==> src/rtl/timer_ctrl_reg.sv <==
`timescale 1ns/1ps
module timer_ctrl_reg #(
  parameter int AW       = 4,
  parameter int SYNC_LAT = 3
) (
  input  logic          clk,
  input  logic          rst_n,
  input  logic          bus_we,
  input  logic [AW-1:0] bus_addr,
  input  logic [31:0]   bus_wdata,
  output logic [31:0]   bus_rdata,
  input  logic          standby,
  output logic          en_active,
  output logic          en_busy,
  output logic          rst_busy,
  output logic          cnt_8b,
  output logic          cnt_16b,
  output logic          cnt_32b,
  output logic [3:0]    div_log2,
  output logic [1:0]    sync_sel,
  output logic          run_stby,
  output logic          on_demand,
  output logic          auto_lock,
  output logic          dma_oneshot,
  output logic [1:0]    cap_en,
  output logic [1:0]    cap_pin,
  output logic [3:0]    cap_mode,
  output logic          dbg_run
);
  localparam int CW = $clog2(SYNC_LAT + 1);
  localparam logic [AW-1:0] CTL_ADDR = AW'(0);
  localparam logic [AW-1:0] DBG_ADDR = AW'(1);

  logic [20:2]   cfg_q;
  logic          en_q;
  logic          act_q;
  logic          dbg_q;
  logic [CW-1:0] en_cnt;
  logic [CW-1:0] rst_cnt;

  assign en_busy  = en_cnt != '0;
  assign rst_busy = rst_cnt != '0;

  logic ctl_wr, rst_req, en_wr, cfg_wr, dbg_wr;
  assign ctl_wr  = bus_we && bus_addr == CTL_ADDR && !rst_busy;
  assign rst_req = ctl_wr && bus_wdata[0];
  assign en_wr   = ctl_wr && !bus_wdata[0] && !en_busy && (bus_wdata[1] != en_q);
  assign cfg_wr  = ctl_wr && !bus_wdata[0] && !en_busy && !en_q;
  assign dbg_wr  = bus_we && bus_addr == DBG_ADDR && !rst_busy;

  always_ff @(posedge clk) begin
    if (!rst_n) begin
      cfg_q   <= '0;
      en_q    <= 1'b0;
      act_q   <= 1'b0;
      dbg_q   <= 1'b0;
      en_cnt  <= '0;
      rst_cnt <= '0;
    end else if (rst_req) begin
      cfg_q   <= '0;
      en_q    <= 1'b0;
      en_cnt  <= '0;
      rst_cnt <= CW'(SYNC_LAT);
    end else begin
      if (rst_busy) begin
        rst_cnt <= rst_cnt - CW'(1);
        if (rst_cnt == CW'(1)) act_q <= 1'b0;
      end
      if (cfg_wr) cfg_q <= bus_wdata[20:2];
      if (en_wr) begin
        en_q   <= bus_wdata[1];
        en_cnt <= CW'(SYNC_LAT);
      end else if (en_busy) begin
        en_cnt <= en_cnt - CW'(1);
        if (en_cnt == CW'(1)) act_q <= en_q;
      end
      if (dbg_wr) dbg_q <= bus_wdata[0];
    end
  end

  assign en_active = act_q;
  assign dbg_run   = dbg_q;

  assign cnt_16b = cfg_q[3:2] == 2'd0;
  assign cnt_8b  = cfg_q[3:2] == 2'd1;
  assign cnt_32b = cfg_q[3:2] == 2'd2;

  always_comb begin
    case (cfg_q[6:4])
      3'd5:    div_log2 = 4'd6;
      3'd6:    div_log2 = 4'd8;
      3'd7:    div_log2 = 4'd10;
      default: div_log2 = {1'b0, cfg_q[6:4]};
    endcase
  end

  assign sync_sel    = cfg_q[8:7];
  assign run_stby    = cfg_q[9];
  assign on_demand   = cfg_q[10] & (cfg_q[9] | ~standby);
  assign auto_lock   = cfg_q[11];
  assign dma_oneshot = cfg_q[12];
  assign cap_en      = cfg_q[14:13];
  assign cap_pin     = cfg_q[16:15];
  assign cap_mode    = cfg_q[20:17];

  always_comb begin
    if (rst_busy)                 bus_rdata = '0;
    else if (bus_addr == CTL_ADDR) bus_rdata = {11'b0, cfg_q, en_q, 1'b0};
    else if (bus_addr == DBG_ADDR) bus_rdata = {31'b0, dbg_q};
    else                          bus_rdata = '0;
  end


  rst_start_chk: assert property (@(posedge clk) disable iff (!rst_n)
    rst_req |=> rst_busy && !en_busy);


  dbg_frozen_chk: assert property (@(posedge clk) disable iff (!rst_n)
    rst_busy |=> $stable(dbg_q));


  act_edge_chk: assert property (@(posedge clk) disable iff (!rst_n)
    !$stable(act_q) |-> $fell(en_busy) || $fell(rst_busy));


  cfg_locked_chk: assert property (@(posedge clk) disable iff (!rst_n)
    (en_busy || en_q) && !rst_req |=> $stable(cfg_q));


  width_onehot_chk: assert property (@(posedge clk) disable iff (!rst_n)
    $onehot0({cnt_8b, cnt_16b, cnt_32b}));


  ondemand_force_chk: assert property (@(posedge clk) disable iff (!rst_n)
    standby && !run_stby |-> !on_demand);
endmodule

==> config.mk <==
export PLATFORM = sky130hd
export DESIGN_NAME = timer_ctrl_reg
export DESIGN_NICKNAME = d
export VERILOG_FILES = /design/src/rtl/timer_ctrl_reg.sv
export SDC_FILE = /design/constraint.sdc
export NUM_CORES = 1
export LEC_CHECK = 0
export BUFFER_PORTS_ARGS = -buffer_cell sky130_fd_sc_hd__buf_2
export CAP_MARGIN = 30
export CORE_MARGIN = 2
export CORE_UTILIZATION = 38
export DETAILED_ROUTE_END_ITERATION = 16
export PLACE_DENSITY_LB_ADDON = 0.05
export SLEW_MARGIN = 30
export SYNTH_ARGS = -nofsm -noshare
export SYNTH_HDL_FRONTEND = slang
export SYNTH_SLANG_ARGS = --single-unit
==> constraint.sdc <==
create_clock -name clk -period 1.9 [get_ports clk]
set_clock_uncertainty 0.05 [all_clocks]
set_input_delay 0.38 -clock clk [delete_from_list [all_inputs] [get_ports clk]]
set_output_delay 0.38 -clock clk [all_outputs]
set_load 0.05 [all_outputs]
==> results.ini <==
[status]
status = complete, but fails checks
violations = setup timing

[floorplan]
die_w_um = 66.62
design.core.area_um2 = 3716
start_util = 0.4010
die-area_um2 = 4438
ios = 97
die-height_um = 66.62
rows = 22

[cts]
cts_tree = built
clkTransAtPathRegs_ns = 0.09
numCtsBuffers = 3
cts_max_level = 1
clock-root-buffer = clkbuf_8
cts_max_path_buffers = 2
cts.sinks = 26
clkLatencyLatePin_ns = 0.27
postCtsHoldBufs = 0

[worst_setup_path]
r2r_cells = 10
worstPathCellList = inv_2 > ha_4 > nor4b_4 > nor2b_4 > buf_6 > and2_4 > buf_8
crit_cells = 7
worstSetupStartpointType = register
path_delay_family = simple AND/OR/NAND/NOR gates
crit_buf_inv = 3
end_kind = primary output
slowest_stage = dfxtp_1
arrival_ns = 1.66
slowest_delay_ns = 0.32
cp_max_fo = 11
crit_required_ns = 1.47
path_class = register to primary output

[placement]
dp_hpwl_um = 2464
routabilityCongestion = 0.7802
dpl.cell_count = 304
port_buffers = 74

[hold_path]
hp-class = input port to register
whs_path_depth = 3

[synthesis]
syn_area_per_cell_um2 = 7.885
synth_area_um2 = 1490
synth_cell_types = 29
synthAdderAreaFrac = 0.03359
synth-edff-count = 0
synthFlopType = dfxtp_1
synth_cells = 189
synth-simple-area-share = 0.2939
yosysWarnings = 0
synth_compound_area_frac = 0.1167
synthMuxAreaShare = 0.02183
synth_xor_area_frac = 0.01763
synth_top_family_by_area = simple AND/OR/NAND/NOR gates
async_flop_share = 0
ys_ff_latch = 26
synth.yosys.seq_area_share = 0.3493

[pwr]
leakage_nw = 1.064
clockPowerShare = 0.270
ir_worst_vdd_v = 0.0004904
power_frac_comb = 0.372
power.density_nw_per_um2 = 758.6
switchingPower_w = 0.0005816
swShare = 0.3416
intPower_w = 0.001121
totalPowerFinal_w = 0.001703
p_seq_frac = 0.357

[sta]
fin_ws_ns = -0.1945
post-route-period-util = 1.102
final_hold_viol_count = 0
fmax_mhz = 477.4
drv_slew = 0
fin_setup_tns_ns = -3.825
period_needed_ns = 2.095
whs_ns = 0.2870
setup_violations = 21
rsz0062_at_grt = yes

[routing]
wl_per_cell_um = 11.81
drc = 0
dr.pass1.iters = 4
vias_per_cell = 4.502
dr.first_iter.drc_count = 43
drt_wl_total_um = 3696
vias = 1409
ant_nets = 0

[cells_and_area]
fillCellCount = 353
antennaDiodeCount = 0
synthToLayoutAreaGrowth_pct = 50.63
drive_above_1_share = 0.5057
layoutNonFillerInstCount = 313
nets = 310

[global_routing]
grt_pass1_vias = 1246
grt_first_pass_wirelength_um = 5506
antenna_found_initial = 0
grt_use_total = 0.1600
overflow = 0
grt_max_degree = 22

[run]
maxCapViolCount = 0

-- power groups by stage --
stage               clock, W  sequential, W  combinational [W]
floorplan                  0       0.000623           0.000452
global placement           0       0.000621           0.000611
detailed placement         0       0.000620           0.000617
CTS                 0.000471       0.000609           0.000626
global route        0.000494       0.000612           0.000712
finish              0.000460       0.000609           0.000634
-- what timing repair did --
item                       CTS  global route
resized for setup           57            15
gates cloned                 0             1
setup endpoints to repair   21            34
pin swaps                    0             8
buffers inserted             1             3
-- synth_stat cells, types with 3 or more instances --
library cell	instances	area share
buf_4	21	0.11
clkbuf_1	3	0.0076
xor2_1	3	0.018
and2_1	21	0.088
a21oi_1	23	0.077
inv_1	8	0.020
nor2b_1	7	0.029
nand2_1	42	0.11
nand4_1	3	0.013
ha_1	4	0.034
nor2_1	4	0.010
buf_2	3	0.010
dfxtp_1	26	0.35
-- logic make-up (layout without fill, tap and decap cells) --
logic type / Yosys count / after routing
AO/OA/AOI/OAI: 31 / 31
XOR/XNOR: 3 / 3
adder cells (fa/ha/maj): 4 / 4
buffers and inverters: 37 / 103
flip-flops: 26 / 26
multiplexers: 3 / 3
other: 1 / 11
AND/OR/NAND/NOR: 84 / 84
-- cell usage in the layout, fill, tap and decap left out, types with 2 or more instances in the layout --
master and count:
nor2_1 4, buf_6 11, dfxtp_1 25, nand2_1 41, nand3_1 2, nand4_1 3
xor2_1 3, buf_4 12, inv_1 6, and2_2 9, ha_1 3, conb_1 11
inv_2 2, nor2b_1 6, and2_4 11, buf_2 53, mux2_2 2, buf_8 14
a31oi_1 2, clkbuf_8 3, a21oi_2 7, a21oi_1 17
-- sequential cells by signal, indices dropped and copies added (netlist names) --
signal,flops
cfg_q,19
dbg_run,1
en_active,1
en_cnt,2
en_q,1
rst_cnt,2
-- worst register-to-register path, stage by stage (launching register included) --
cell and delay (ns):
dfxtp_1 0.32, inv_2 0.07, ha_4 0.14, nor4b_4 0.21
buf_4 0.15, buf_4 0.11, buf_6 0.11, and4b_2 0.27
buf_6 0.15, nand2_1 0.08, a21oi_2 0.13
-- stage by stage --
stage	util	setup slack (ns)	cell area, um^2
2_1_floorplan	-	-0.09459	1588
3_5_place_dp	0.5114	-0.1010	1901
4_1_cts	0.5838	-0.2070	2170
5_1_grt	0.6040	-0.3068	2245
6_report	0.6040	-0.1945	2245
3_3_place_gp	0.5114	-0.1102	1901
-- layer usage --
layer / share of wire / global-route usage / up-vias / wire, um
met5: 0 / 0 / - / 0
met1: 0.44 / 0.1996 / 631 / 1609
li1: - / - / 730 / -
met2: 0.50 / 0.2825 / 48 / 1837
met3: 0.067 / 0.04054 / 0 / 248
met4: 0 / 0.02296 / 0 / 0
-- final timing paths --
kind	slack, ns	to	from
max	-0.19	bus_rdata[15]	rst_cnt[1]$_SDFFE_PN0P_
min	0.29	cfg_q[6]$_SDFFE_PP0P_	bus_wdata[6]
max reg2reg	0.07	cfg_q[17]$_SDFFE_PP0P_	rst_cnt[1]$_SDFFE_PN0P_
min reg2reg	0.42	cfg_q[20]$_SDFFE_PP0P_	cfg_q[20]$_SDFFE_PP0P_
-- final cells by class --
| cell class | count | area (um^2) | area share |
|---|---|---|---|
| Inverter | 8 | 30.03 | 0.01338 |
| Clock buffer | 3 | 41.29 | 0.01839 |
| Timing Repair Buffer | 91 | 709.4 | 0.3161 |
| Multi-Input combinational cell | 136 | 852.1 | 0.3796 |
| Sequential cell | 26 | 521.8 | 0.2324 |
| Clock inverter | 1 | 30.03 | 0.01338 |
| Tap cell | 48 | 60.06 | 0.02676 |
Note: power is estimated with default switching activity, not from simulation.
